## src/rtl/hbpPkg.sv

```systemverilog
package hbpPkg;

  typedef enum logic [1:0] {
    MODE_OFF   = 2'd0,
    MODE_RISE  = 2'd1,
    MODE_FALL  = 2'd2,
    MODE_LEVEL = 2'd3
  } hbpMode_e;

  // control to datapath strobes
  typedef struct packed {
    logic capAddr;   // take the bus byte as a command
    logic capData;   // take the bus byte as data
    logic drive;     // strobe and select both high on a live port
  } hbpStrobes_t;

  function automatic hbpMode_e decodeStrap(input logic [2:0] code);
    case (code)
      3'b010:  return MODE_RISE;
      3'b011:  return MODE_FALL;
      3'b000:  return MODE_LEVEL;
      default: return MODE_OFF;
    endcase
  endfunction

endpackage

```

## src/rtl/hbpSync.sv

```systemverilog
module hbpSync #(
  parameter int WIDTH  = 10,
  parameter int STAGES = 2
) (
  input  logic             clk,
  input  logic             rstN,
  input  logic [WIDTH-1:0] din,
  output logic [WIDTH-1:0] dout
);

  logic [STAGES-1:0][WIDTH-1:0] chain;

  genvar s;
  generate
    for (s = 0; s < STAGES; s++) begin : g_stage
      if (s == 0) begin : g_first
        always_ff @(posedge clk or negedge rstN)
          if (!rstN) chain[s] <= '0;
          else       chain[s] <= din;
      end else begin : g_next
        always_ff @(posedge clk or negedge rstN)
          if (!rstN) chain[s] <= '0;
          else       chain[s] <= chain[s-1];
      end
    end
  endgenerate

  assign dout = chain[STAGES-1];

endmodule

```

## src/rtl/hbpCtrl.sv

```systemverilog
module hbpCtrl
  import hbpPkg::*;
#(
  parameter int DATA_W   = 8,
  parameter int STRAP_LO = 4
) (
  input  logic              clk,
  input  logic              rstN,
  input  logic [DATA_W-1:0] busRaw,
  input  logic              selS,
  input  logic              stbS,
  output hbpStrobes_t       strb
);

  localparam int STRAP_HI = STRAP_LO + 2;

  hbpMode_e strapMode;
  logic     strapDone;
  logic     stbPrev;
  logic     levelDone;
  logic     portLive;
  logic     stbRise, stbFall, levelHit;
  logic     capture;

  // mode straps are taken on the first clock after reset release
  always_ff @(posedge clk or negedge rstN) begin
    if (!rstN) begin
      strapMode <= MODE_OFF;
      strapDone <= 1'b0;
    end else if (!strapDone) begin
      strapMode <= decodeStrap(busRaw[STRAP_HI:STRAP_LO]);
      strapDone <= 1'b1;
    end
  end

  always_ff @(posedge clk or negedge rstN) begin
    if (!rstN) stbPrev <= 1'b0;
    else       stbPrev <= stbS;
  end

  assign portLive = strapDone && (strapMode != MODE_OFF);
  assign stbRise  = stbS && !stbPrev;
  assign stbFall  = !stbS && stbPrev;
  assign levelHit = stbS && stbPrev && !levelDone;

  always_comb begin
    case (strapMode)
      MODE_RISE:  capture = portLive && stbRise;
      MODE_FALL:  capture = portLive && stbFall;
      MODE_LEVEL: capture = portLive && levelHit;
      default:    capture = 1'b0;
    endcase
  end

  // one capture per high period in level mode
  always_ff @(posedge clk or negedge rstN) begin
    if (!rstN)       levelDone <= 1'b0;
    else if (!stbS)  levelDone <= 1'b0;
    else if (capture) levelDone <= 1'b1;
  end

  assign strb.capAddr = capture && !selS;
  assign strb.capData = capture && selS;
  assign strb.drive   = portLive && stbS && selS;

  p_mode_hold_r5: assert property (@(posedge clk) disable iff (!rstN)
    strapDone |=> $stable(strapMode));

  p_cap_single_r7: assert property (@(posedge clk) disable iff (!rstN)
    (strb.capAddr || strb.capData) |=> !(strb.capAddr || strb.capData));

  p_off_silent_r8: assert property (@(posedge clk) disable iff (!rstN)
    (strapDone && strapMode == MODE_OFF) |-> !(strb.capAddr || strb.capData || strb.drive));

  p_level_once_r7: assert property (@(posedge clk) disable iff (!rstN)
    (strapMode == MODE_LEVEL && levelDone && stbS) |-> !capture);

endmodule

```

## src/rtl/hbpDatapath.sv

```systemverilog
module hbpDatapath
  import hbpPkg::*;
#(
  parameter int DATA_W = 8
) (
  input  logic              clk,
  input  logic              rstN,
  input  hbpStrobes_t       strb,
  input  logic [DATA_W-1:0] busS,
  input  logic [DATA_W-1:0] regRdData,
  output logic [DATA_W-2:0] regAddr,
  output logic [DATA_W-1:0] regWrData,
  output logic              regWrEn,
  output logic [DATA_W-1:0] busPullLow
);

  localparam int ADDR_W  = DATA_W - 1;
  localparam int DIR_BIT = DATA_W - 1;

  logic [ADDR_W-1:0] addrReg;
  logic              rdFlag;
  logic              addrValid;
  logic              wrEnQ;
  logic [DATA_W-1:0] wrDataQ;
  logic              readLive;

  always_ff @(posedge clk or negedge rstN) begin
    if (!rstN) begin
      addrReg   <= '0;
      rdFlag    <= 1'b0;
      addrValid <= 1'b0;
    end else if (strb.capAddr) begin
      addrReg   <= busS[ADDR_W-1:0];
      rdFlag    <= busS[DIR_BIT];
      addrValid <= 1'b1;
    end
  end

  always_ff @(posedge clk or negedge rstN) begin
    if (!rstN) begin
      wrEnQ   <= 1'b0;
      wrDataQ <= '0;
    end else begin
      wrEnQ <= strb.capData && addrValid && !rdFlag;
      if (strb.capData && addrValid && !rdFlag) wrDataQ <= busS;
    end
  end

  assign readLive   = strb.drive && addrValid && rdFlag;
  assign busPullLow = readLive ? ~regRdData : '0;
  assign regAddr    = addrReg;
  assign regWrData  = wrDataQ;
  assign regWrEn    = wrEnQ;

  p_wr_addr_valid_r9: assert property (@(posedge clk) disable iff (!rstN)
    regWrEn |-> addrValid);

  p_wr_not_read_r10: assert property (@(posedge clk) disable iff (!rstN)
    regWrEn |-> !rdFlag);

  p_drive_read_r4: assert property (@(posedge clk) disable iff (!rstN)
    (busPullLow != '0) |-> (rdFlag && addrValid && strb.drive));

  p_addr_hold_r11: assert property (@(posedge clk) disable iff (!rstN)
    !strb.capAddr |=> $stable(regAddr));

  p_wr_pulse_r3: assert property (@(posedge clk) disable iff (!rstN)
    regWrEn |=> !regWrEn);

endmodule

```

## src/rtl/hostBusPort.sv

```systemverilog
module hostBusPort
  import hbpPkg::*;
#(
  parameter int DATA_W      = 8,
  parameter int SYNC_STAGES = 2,
  parameter int STRAP_LO    = 4
) (
  input  logic              clk,
  input  logic              rstN,
  input  logic              selIn,
  input  logic              strobeIn,
  input  logic [DATA_W-1:0] busIn,
  output logic [DATA_W-1:0] busPullLow,
  output logic [DATA_W-2:0] regAddr,
  output logic [DATA_W-1:0] regWrData,
  output logic              regWrEn,
  input  logic [DATA_W-1:0] regRdData
);

  localparam int SYNC_W = DATA_W + 2;

  logic [SYNC_W-1:0] syncOut;
  logic              selS, stbS;
  logic [DATA_W-1:0] busS;
  hbpStrobes_t       strb;

  hbpSync #(.WIDTH(SYNC_W), .STAGES(SYNC_STAGES)) uSync (
    .clk  (clk),
    .rstN (rstN),
    .din  ({selIn, strobeIn, busIn}),
    .dout (syncOut)
  );

  assign selS = syncOut[SYNC_W-1];
  assign stbS = syncOut[SYNC_W-2];
  assign busS = syncOut[DATA_W-1:0];

  hbpCtrl #(.DATA_W(DATA_W), .STRAP_LO(STRAP_LO)) uCtrl (
    .clk    (clk),
    .rstN   (rstN),
    .busRaw (busIn),
    .selS   (selS),
    .stbS   (stbS),
    .strb   (strb)
  );

  hbpDatapath #(.DATA_W(DATA_W)) uData (
    .clk        (clk),
    .rstN       (rstN),
    .strb       (strb),
    .busS       (busS),
    .regRdData  (regRdData),
    .regAddr    (regAddr),
    .regWrData  (regWrData),
    .regWrEn    (regWrEn),
    .busPullLow (busPullLow)
  );

endmodule

```

## config.mk

```make
export PLATFORM = sky130hd
export DESIGN_NAME = hostBusPort
export DESIGN_NICKNAME = d
export VERILOG_FILES = /design/src/rtl/hbpPkg.sv /design/src/rtl/hbpSync.sv /design/src/rtl/hbpCtrl.sv /design/src/rtl/hbpDatapath.sv /design/src/rtl/hostBusPort.sv
export SDC_FILE = /design/constraint.sdc
export NUM_CORES = 1
export LEC_CHECK = 0
export BUFFER_PORTS_ARGS = -buffer_cell sky130_fd_sc_hd__buf_2
export CORE_MARGIN = 4
export CORE_UTILIZATION = 35
export DETAILED_ROUTE_END_ITERATION = 8
export HOLD_SLACK_MARGIN = 0.05
export PLACE_DENSITY_LB_ADDON = 0.2
export SKIP_LAST_GASP = 1
export SLEW_MARGIN = 20
export SYNTH_ARGS = -nofsm -noshare
export SYNTH_HDL_FRONTEND = slang
export SYNTH_HIERARCHICAL = 1
export SYNTH_SLANG_ARGS = --single-unit
```

## constraint.sdc

```tcl
create_clock -name clk -period 2.09 [get_ports clk]
set_input_delay 0.3135 -clock clk [delete_from_list [all_inputs] [get_ports clk]]
set_output_delay 0.3135 -clock clk [all_outputs]
set_load 0.05 [all_outputs]
```

==> flow_summary.ini <==
[critical_path]
crit_fanout = 7
cp-end-kind = output pin
crit_slowest_cell = dfrtp_1
slowest_delay_ns = 0.45
worst_setup_path_start_kind = register
path_class = reg2out
cp_cell_sequence = o2111a_1, nand3_1, nor2_1, buf_2
crit_required_ns = 1.78
worst_ep_arrival_time_ns = 1.61

[logic_synthesis]
synth_area_leaders = dfrtp_1, mux2_2, buf_4, nor2_1, nand3b_4
syn-cell-area_um2 = 1530
ys_ff_latch = 43
synth_warnings = 6
synth_cell_types = 21
synth.top_cell.area_share = 0.703
synth_top_area_cell = dfrtp_1
yosysSeqAreaShare = 0.703
avgSynthCellArea_um2 = 15.3
netlist_instances = 100
syn_nets = 120

[placed_design]
port_buffers = 43
dpl_cell_area_um2 = 1750
dp_hpwl_um = 1900
place.gp.congestion = 0.676

[floorplanning]
initial_core_util = 0.372
ioPinCount = 44
die_height_um = 74.2
die_area_um2 = 5500
die_w_um = 74.2
core-area_um2 = 4120
fp-row-count = 23

[clock_tree]
cts_buffers = 5
cts_tree = yes
postCtsSetupBuffers = 0
clk_path_buf_depth = 2
path_clk_slew_ns = 0.07
clkLatencyLatePin_ns = 0.28
clock-root-buffer = clkbuf_8
clock_sinks = 43
htreeDepth = 2

[finish]
final_nets = 163
diodes = 0
post-route-util = 0.451
design_area_um2 = 1850
drive_gt1_frac = 0.510
final_common_cell = dfrtp_1
fill_cells = 389
final_cell_mix = dfrtp_1, buf_2, mux2_2, nor2_1, clkbuf_8
areaGrowthSynthToFinish_pct = 21.1

[drt]
ant_nets = 0
drtIter0Drc = 27
vias_per_cell = 4.50
drc = 0
drt-pass1-iter-count = 3
wl_per_cell_um = 12.7
dr_total_vias = 869
wirelength_um = 2460

[grt]
grt-ovfl-total = 0
grt_start_max_net_pins = 21
grt_pass1_wl_um = 4170
first_global_vias = 905
antenna_found_initial = 0
gr-usage-all-layers = 0.102

[power]
power.leakage_uw = 0.000965
p_sw_uw = 742
seqPwrFrac = 0.484
pwr-share-comb = 0.282
power.clock.fraction = 0.233
p_int_uw = 1390
switching_share = 0.348
p_per_area_nw_per_um2 = 1150
irDropWorstVdd_mv = 0.426

[timing]
layout_min_cycle_time_ns = 1.92
post-route-period-util = 0.918
tns_ns = 0
hold_viol_final = 0
rsz0062_at_grt = no
skew_ns = 0.00451
finalSetupViolCount = 0
fmax_mhz = 521
maxSlewViolCount = 0

[worst_hold_path]
holdCritPathClass = in2reg

[run_status]
status = complete, no violations

[run]
cap_violations = 0
kinds of logic (layout without fill, tap and decap cells):
group,after synthesis,count (layout),synth area share
AO/OA/AOI/OAI,7,7,0.0368
buffers and inverters,12,55,0.0547
multiplexers,16,16,0.118
XOR/XNOR,2,2,0.0114
other,1,1,0.00245
flip-flops,43,43,0.703
AND/OR/NAND/NOR,19,19,0.0743
worst max-delay path, delay by kind of cell (launching register included):
family	cells	cell delay [ns]
AOI/OAI and AO/OA	1	0.24
and+or+nand+nor	2	0.37
buffers and inverters	1	0.27
DFF	1	0.45
routing by layer:
metal | wire length (µm) | global-route usage
met4 | 13 | 0.0241
met1 | 997 | 0.118
met5 | 0 | 0
met3 | 264 | 0.0514
met2 | 1180 | 0.169
worst paths after layout:
kind | from | end | slack [ns] | cells after the start
max | uCtrl/strapDone | busPullLow[0] | 0.17 | 4
min | busIn[1] | uSync/chain[1] | 0.14 | 1
max reg2reg | uSync/dout[8] | uData/regWrData[3] | 0.54 | 5
min reg2reg | uSync/chain[0] | uSync/dout[0] | 0.35 | 0
max in group asynchronous | rstN | uSync/chain[9] | 1.06 | 3
min in group asynchronous | rstN | uSync/dout[0] | 0.50 | 2
stage by stage:
stage                     std cells  total power (µW)  hold WS, ns  setup WS (ns)
after global placement          185              1650        0.276          0.507
after detailed placement        185              1660        0.282          0.472
final                           193              2130        0.139          0.171
after floorplan                 100              1500       0.0179          0.300
after CTS                       193              2170        0.125          0.147
after global routing            193              2240        0.117       0.000941
power groups by stage:
stage | combinational, µW | sequential [µW] | clock (µW)
2_1_floorplan | 138 | 1370 | 0
3_3_place_gp | 600 | 1050 | 0
3_5_place_dp | 609 | 1050 | 0
4_1_cts | 611 | 1030 | 526
5_1_grt | 631 | 1050 | 557
6_report | 602 | 1030 | 498
sequential cells by signal, summed over array words and instances, names as in the netlist:
signal / flops
uData/rdFlag: 1
uSync/chain: 10
uCtrl/levelDone: 1
uCtrl/strapMode: 2
uData/addrValid: 1
uData/regWrData: 8
uCtrl/strapDone: 1
uData/regWrEn: 1
uSync/dout: 10
uData/regAddr: 7
uCtrl/stbPrev: 1
cell usage after synthesis, drive strengths merged:
master   number
xor2          2
and3b         1
conb          1
a21oi         2
nand2b        1
o211ai        1
inv           1
nand3b        1
mux2         16
o2111a        1
and4b         1
dfrtp        43
o31ai         2
nand2         3
o21a          1
nand4bb       1
nor2          9
buf          11
or2           1
nand3         1
timing repair:
action                                 CTS  global route
endpoints found under the hold margin   18             0
hold buffers                             1             0
setup endpoints to repair                0             2
resized for setup                        0             2
layout make-up:
type	count	area (µm²)	area share
clock buffer	6	82.6	0.0445
clock inverter	1	5.00	0.00270
inverter	1	3.75	0.00202
multi-input combinational	45	372	0.200
sequential	43	1080	0.580
tap	50	62.6	0.0337
timing repair buffer	47	253	0.136
(Power assumes the default switching activity.)
